<file path="config.mk">
export PLATFORM = sky130hd
export DESIGN_NAME = rx_err_stats
export DESIGN_NICKNAME = d
export VERILOG_FILES = /design/src/rtl/rx_err_stats.sv
export SDC_FILE = /design/constraint.sdc
export NUM_CORES = 1
export LEC_CHECK = 0
export BUFFER_PORTS_ARGS = -buffer_cell sky130_fd_sc_hd__buf_2
export CORE_MARGIN = 2
export CORE_UTILIZATION = 59
export DETAILED_ROUTE_END_ITERATION = 12
export PLACE_DENSITY = 0.84
export SYNTH_ARGS = -nofsm -noshare
export SYNTH_HDL_FRONTEND = slang
export SYNTH_SLANG_ARGS = --single-unit
</file>
<file path="constraint.sdc">
create_clock -name clk -period 2.2 [get_ports clk]
set_clock_uncertainty 0.2 [all_clocks]
set_input_delay 0.33 -clock clk [delete_from_list [all_inputs] [get_ports clk]]
set_output_delay 0.33 -clock clk [all_outputs]
set_load 0.01 [all_outputs]
</file>
<file path="src/rtl/rx_err_stats.sv">
module rx_err_stats #(
  parameter int CW = 32
) (
  input  logic          clk,
  input  logic          rst_n,
  input  logic          chan_en,
  input  logic          frame_end,
  input  logic          addr_hit,
  input  logic          no_buf,
  input  logic          overrun,
  input  logic          crc_bad,
  input  logic          dribble,
  input  logic          wr_en,
  input  logic [1:0]    wr_sel,
  input  logic [CW-1:0] wr_data,
  input  logic [1:0]    rd_sel,
  output logic [CW-1:0] rd_data
);
  localparam logic [1:0] SEL_CRC = 2'd0;
  localparam logic [1:0] SEL_ALN = 2'd1;
  localparam logic [1:0] SEL_DSC = 2'd2;
  localparam logic [CW-1:0] ONE = CW'(1);

  logic [CW-1:0] cnt_crc, cnt_aln, cnt_dsc;

  wire lost    = no_buf | overrun;
  wire wr_ok   = wr_en & ~chan_en;
  wire inc_crc = frame_end & addr_hit & ~lost & ~dribble & crc_bad;
  wire inc_aln = frame_end & addr_hit & ~lost & dribble;
  wire inc_dsc = frame_end & lost;

  always_ff @(posedge clk) begin
    if (!rst_n) begin
      cnt_crc <= '0;
      cnt_aln <= '0;
      cnt_dsc <= '0;
    end else begin
      if (wr_ok && wr_sel == SEL_CRC) cnt_crc <= wr_data;
      else if (inc_crc)               cnt_crc <= cnt_crc + ONE;
      if (wr_ok && wr_sel == SEL_ALN) cnt_aln <= wr_data;
      else if (inc_aln)               cnt_aln <= cnt_aln + ONE;
      if (wr_ok && wr_sel == SEL_DSC) cnt_dsc <= wr_data;
      else if (inc_dsc)               cnt_dsc <= cnt_dsc + ONE;
    end
  end

  always_comb begin
    case (rd_sel)
      SEL_CRC: rd_data = cnt_crc;
      SEL_ALN: rd_data = cnt_aln;
      SEL_DSC: rd_data = cnt_dsc;
      default: rd_data = '0;
    endcase
  end
endmodule

</file>
## Word-level counts from Yosys, hierarchy flattened

Cells that the tools add are included.
Widths: inputs -> output; s select.

| storage, ports and cells | value |
|---|---|
| bits in registers | 96 |
| input port bits | 46 |
| output and inout bits | 32 |
| word-level logic and storage cells | 36 |

| cells by class | value |
|---|---|
| add/sub/neg operators | 3 |
| equality and inequality tests | 4 |
| muxes and demuxes | 7 |
| bitwise gates (word level) | 11 |
| reduce and logical (&&, ||, !) cells | 8 |

Operator list:

| operator | count |
|---|---|
| $mux 32 | 6 |
| $add 32x1->32 const B | 3 |
| $pmux 32 s3 | 1 |
| $and 1x1->1 | 7 |
| $reduce_bool 2->1 | 3 |
| $eq 2x1->1 const B | 2 |
| $eq 2x2->1 const B | 2 |
| $logic_not 2->1 | 2 |
| $logic_and 1x1->1 | 3 |
| $not 1->1 | 3 |
| $or 1x1->1 | 1 |

## Depth between registers and ports, before layout

| depth | value |
|---|---|
| depth in word-level cells | 7 |
| mapped depth | 6 |

## Least setup slack after synthesis

Ideal clock, no wire load.

| path | value |
|---|---|
| path type | input to output |
| from | input port rd_sel[1] |
| to | output port rd_data[0] |
| arrival time | 1.435 ns |
| required time | 1.670 ns |
| slack | 0.235 ns |
| stages on the path | 4 |
| path buffers | 2 |
| path through | clkbuf_1 -> clkbuf_1 -> mux2i_1 -> o21ai_0 |

| on the way | value |
|---|---|
| word-level cells in the longest chain between the ends | 2 |
| elaborated cells between the ends (all ways) | 4 |

RTL lines:

| what | line | source |
|---|---|---|
| start: declaration | 16 | `input logic [1:0] rd_sel,` |
| $eq 2x2->1, or another cell as far along | 48 | `case (rd_sel)` |
| $pmux 32 s3 * | 48 |  |
| end: declaration | 17 | `output logic [CW-1:0] rd_data` |

Mark *: on every way between the ends. The rest lies on a longest branch, timed or not.

## Worst setup path in the final report

| path | value |
|---|---|
| from | register cnt_dsc[4] |
| to | output port rd_data[4] |

| on the way | value |
|---|---|
| word-level cells in the longest chain between the ends | 1 |

RTL lines:

| what | line | source |
|---|---|---|
| start: declaration | 24 | `logic [CW-1:0] cnt_crc, cnt_aln, cnt_dsc;` |
| start signal: assignment | 42 | `if (wr_ok && wr_sel == SEL_DSC) cnt_dsc <= wr_data;` |
| start signal: assignment | 43 | `else if (inc_dsc) cnt_dsc <= cnt_dsc + ONE;` |
| $pmux 32 s3 | 48 |  |

No other way between the ends.

==> metrics <==
DR top layer=met4; Root Buffer=clkbuf_8; Met2 Wirelength=8500 um; Post-synth EDFFs=0; synth warn=0; WHS Endpoint=cnt_aln[27]; Yosys cell types=47; average size of a mapped cell=7.84 sq um; global-route wire length before repair=30700 um; sequential share of the synthesized area=0.323; number of fill cells in the layout=809; Via density=6.40; xor and xnor fraction of the mapped netlist area=0.124; Hold Startpoint=wr_data[27]; FFs w/ async S/R, synth=0; H-tree levels=3; largest net degree at the start of global routing=66; Inserted Diodes=0; Setup WS pre-CTS=0.0707 ns; dominant cell type by area after synthesis=dfxtp_1; clk_lat worst skew=0.39 ns; Final Max Slew Viols=0; M1 wire length=7680 um; CP Max Fanout=6; CTS tree=done; reg2reg end=cnt_crc[31]; worst hold path stage count=3; Achievable Freq=477 MHz; largest family of logic cells by synthesized area=simple AND/OR/NAND/NOR gates; Reg2Reg Depth=5; WL/cell=19.4 um; Flop pwr share=0.525; number of global-route vias before repair=5712; top cell family by delay on the critical path=flip-flops; die area=10900 sq um; most common cell after layout, fill and taps aside=o21ai_0; I/O Buffers=77; syn nets=809; Sum Neg Setup Slack=0 ns; Multi-input gate area=3820 sq um; status=completed; final wirelength=19100 um; Worst path depth=3; Slowest-stage cell, CP=dfxtp_1; initial core utilization=0.609; Synth top area share=0.323; Max Root-Sink Buffers=2; Max Cap Violations=0; Clk pwr share=0.343; Final #Nets=899; mux cell area share after synthesis=0.0588; Comb pwr share=0.132; Die Y=104 um; RSZ-0062 raised after global routing=false; fin crit period=2.10 ns; CP Capture Type=primary output; Final ANT Viol Nets=0; crit start category=register; total gr overflow=0; initial antenna violation count=0; First-pass DRT Iterations=6; Std-Cell Rows=36; commonest cells after routing, fill and taps aside=106 x o21ai_0, 96 x dfxtp_1, 82 x nand2_1; IO Pins=78; final cycle utilization of the critical path=0.953; simple-gate share of the synthesized area=0.260; dominant synthesized flop cell=dfxtp_1; Rel. slew slack=0.709; final hold violations=0; Critical Path AT=1.57 ns; HP Class=primary input to register; flops & latches, synth=96; Final setup viols=0; GPL Wtd Cong=1.06; critical path class=register to primary output; routed vias=6322; CTS buffer count=9; critical path's largest stage delay=0.43 ns; post-route worst setup slack=0.104 ns; Pleak=0.00252 uW; internal power=2570 uW; switch share=0.280; cell area after synthesis=5960 sq um; Worst R2R Start=cnt_crc[12]; VDD IR max=0.000504 V; post-synthesis adder-cell area fraction=0.00630; Die X=104 um; routed wl met3=2550 um; Clock Sinks=96; worst slew pin tran=0.425 ns; WP buf/inv=1; CP required=1.67 ns; Cells after Synth=760; Area contributors post-synth=dfxtp_1 32%, o21ai_0 8.9%, xor2_1 7.5%, mux2i_1 5.9%, nand2_1 5.2%; Worst-path clk slew=0.09 ns; Cell Chain, Critical Path=mux2i_1, o21ai_0, buf_2; FF+latch area=1920 sq um; Worst R2R Setup Slack=0.19 ns; sw power=1000 uW; Area Overhead vs Synth=16.4%; PD cells=515 nW/um^2; detailed placement HPWL=14200 um; DRC=0; core region area=9770 sq um; Compound-Gate Fraction of Synth Area=0.192; 1st-iter DRT viols=860; Total GRT Usage=0.356; share of layout cells above drive strength 1=0.184
==> worst max path at each step <==
stage,from,endpoint,slack [ns]
2_1_floorplan,rd_sel[1],rd_data[0],0.23
3_3_place_gp,no_buf,cnt_crc[27],0.12
3_5_place_dp,no_buf,cnt_crc[25],0.07
4_1_cts,cnt_dsc[4],rd_data[4],0.16
5_1_grt,cnt_crc[12],cnt_crc[31],0.02
6_report,cnt_dsc[4],rd_data[4],0.10
==> Yosys cell counts, types with 4 or more instances <==
| library cell | instances |
|---|---|
| a211oi_1 | 22 |
| a21oi_1 | 57 |
| a31oi_1 | 8 |
| and2_1 | 5 |
| and3_1 | 13 |
| and4_1 | 9 |
| clkbuf_1 | 39 |
| dfxtp_1 | 96 |
| inv_1 | 10 |
| mux2i_1 | 35 |
| nand2_1 | 82 |
| nand3_1 | 35 |
| nand4_1 | 36 |
| nor2_1 | 40 |
| nor3_1 | 14 |
| nor4_1 | 10 |
| nor4_4 | 4 |
| o21ai_0 | 106 |
| o22ai_1 | 8 |
| or3_1 | 9 |
| xnor2_1 | 33 |
| xor2_1 | 51 |
==> tightest hold or removal path: stages <==
cell and delay [ns]:
buf_2 0.13, nand2_1 0.06, o22ai_1 0.07
==> per-stage QoR <==
stage	instance area, sq um	hold slack, ns	utilization	power, uW	std cells
after floorplan	5960	0.275	-	2140	760
after global placement	6720	0.317	0.688	2350	970
after detailed placement	6720	0.314	0.688	2360	970
after CTS	6920	0.0242	0.708	3550	986
after global routing	6940	0.0319	0.710	3690	988
final	6940	0.0428	0.710	3570	988
==> registers in the layout, summed over array words and instances (netlist names) <==
signal   count
cnt_aln     32
cnt_crc     32
cnt_dsc     32
==> final cells by class <==
type,count,area share
Multi-Input combinational cell,608,0.551
Sequential cell,96,0.277
Timing Repair Buffer,124,0.114
Tap cell,133,0.0240
Clock buffer,13,0.0229
Inverter,11,0.00595
Clock inverter,3,0.00577
==> repair_timing <==
action                     4_1_cts  5_1_grt
setup endpoints to repair        0        1
gates resized for setup          0        0
buffers inserted                 0        2
hold buffers                     0        0
==> metal layers <==
metal | global-route usage | up-vias
met3 | 0.100 | 43
li1 | - | 2939
met1 | 0.493 | 2934
met4 | 0.0792 | 0
met5 | 0 | -
met2 | 0.550 | 406
==> logic make-up after synthesis <==
| family | after synthesis |
|---|---|
| AO/OA/AOI/OAI | 209 |
| XOR/XNOR | 84 |
| adder cells (fa/ha/maj) | 3 |
| buffers and inverters | 56 |
| flip-flops | 96 |
| multiplexers | 35 |
| AND/OR/NAND/NOR | 277 |
==> power by group through the flow <==
stage | clock (uW) | sequential, uW | combinational (uW)
final | 1220 | 1880 | 471
after global routing | 1310 | 1880 | 500
after CTS | 1230 | 1870 | 455
after detailed placement | 0 | 1910 | 452
after global placement | 0 | 1910 | 440
after floorplan | 0 | 1900 | 248
No activity file was read; power rests on OpenSTA's default activity.
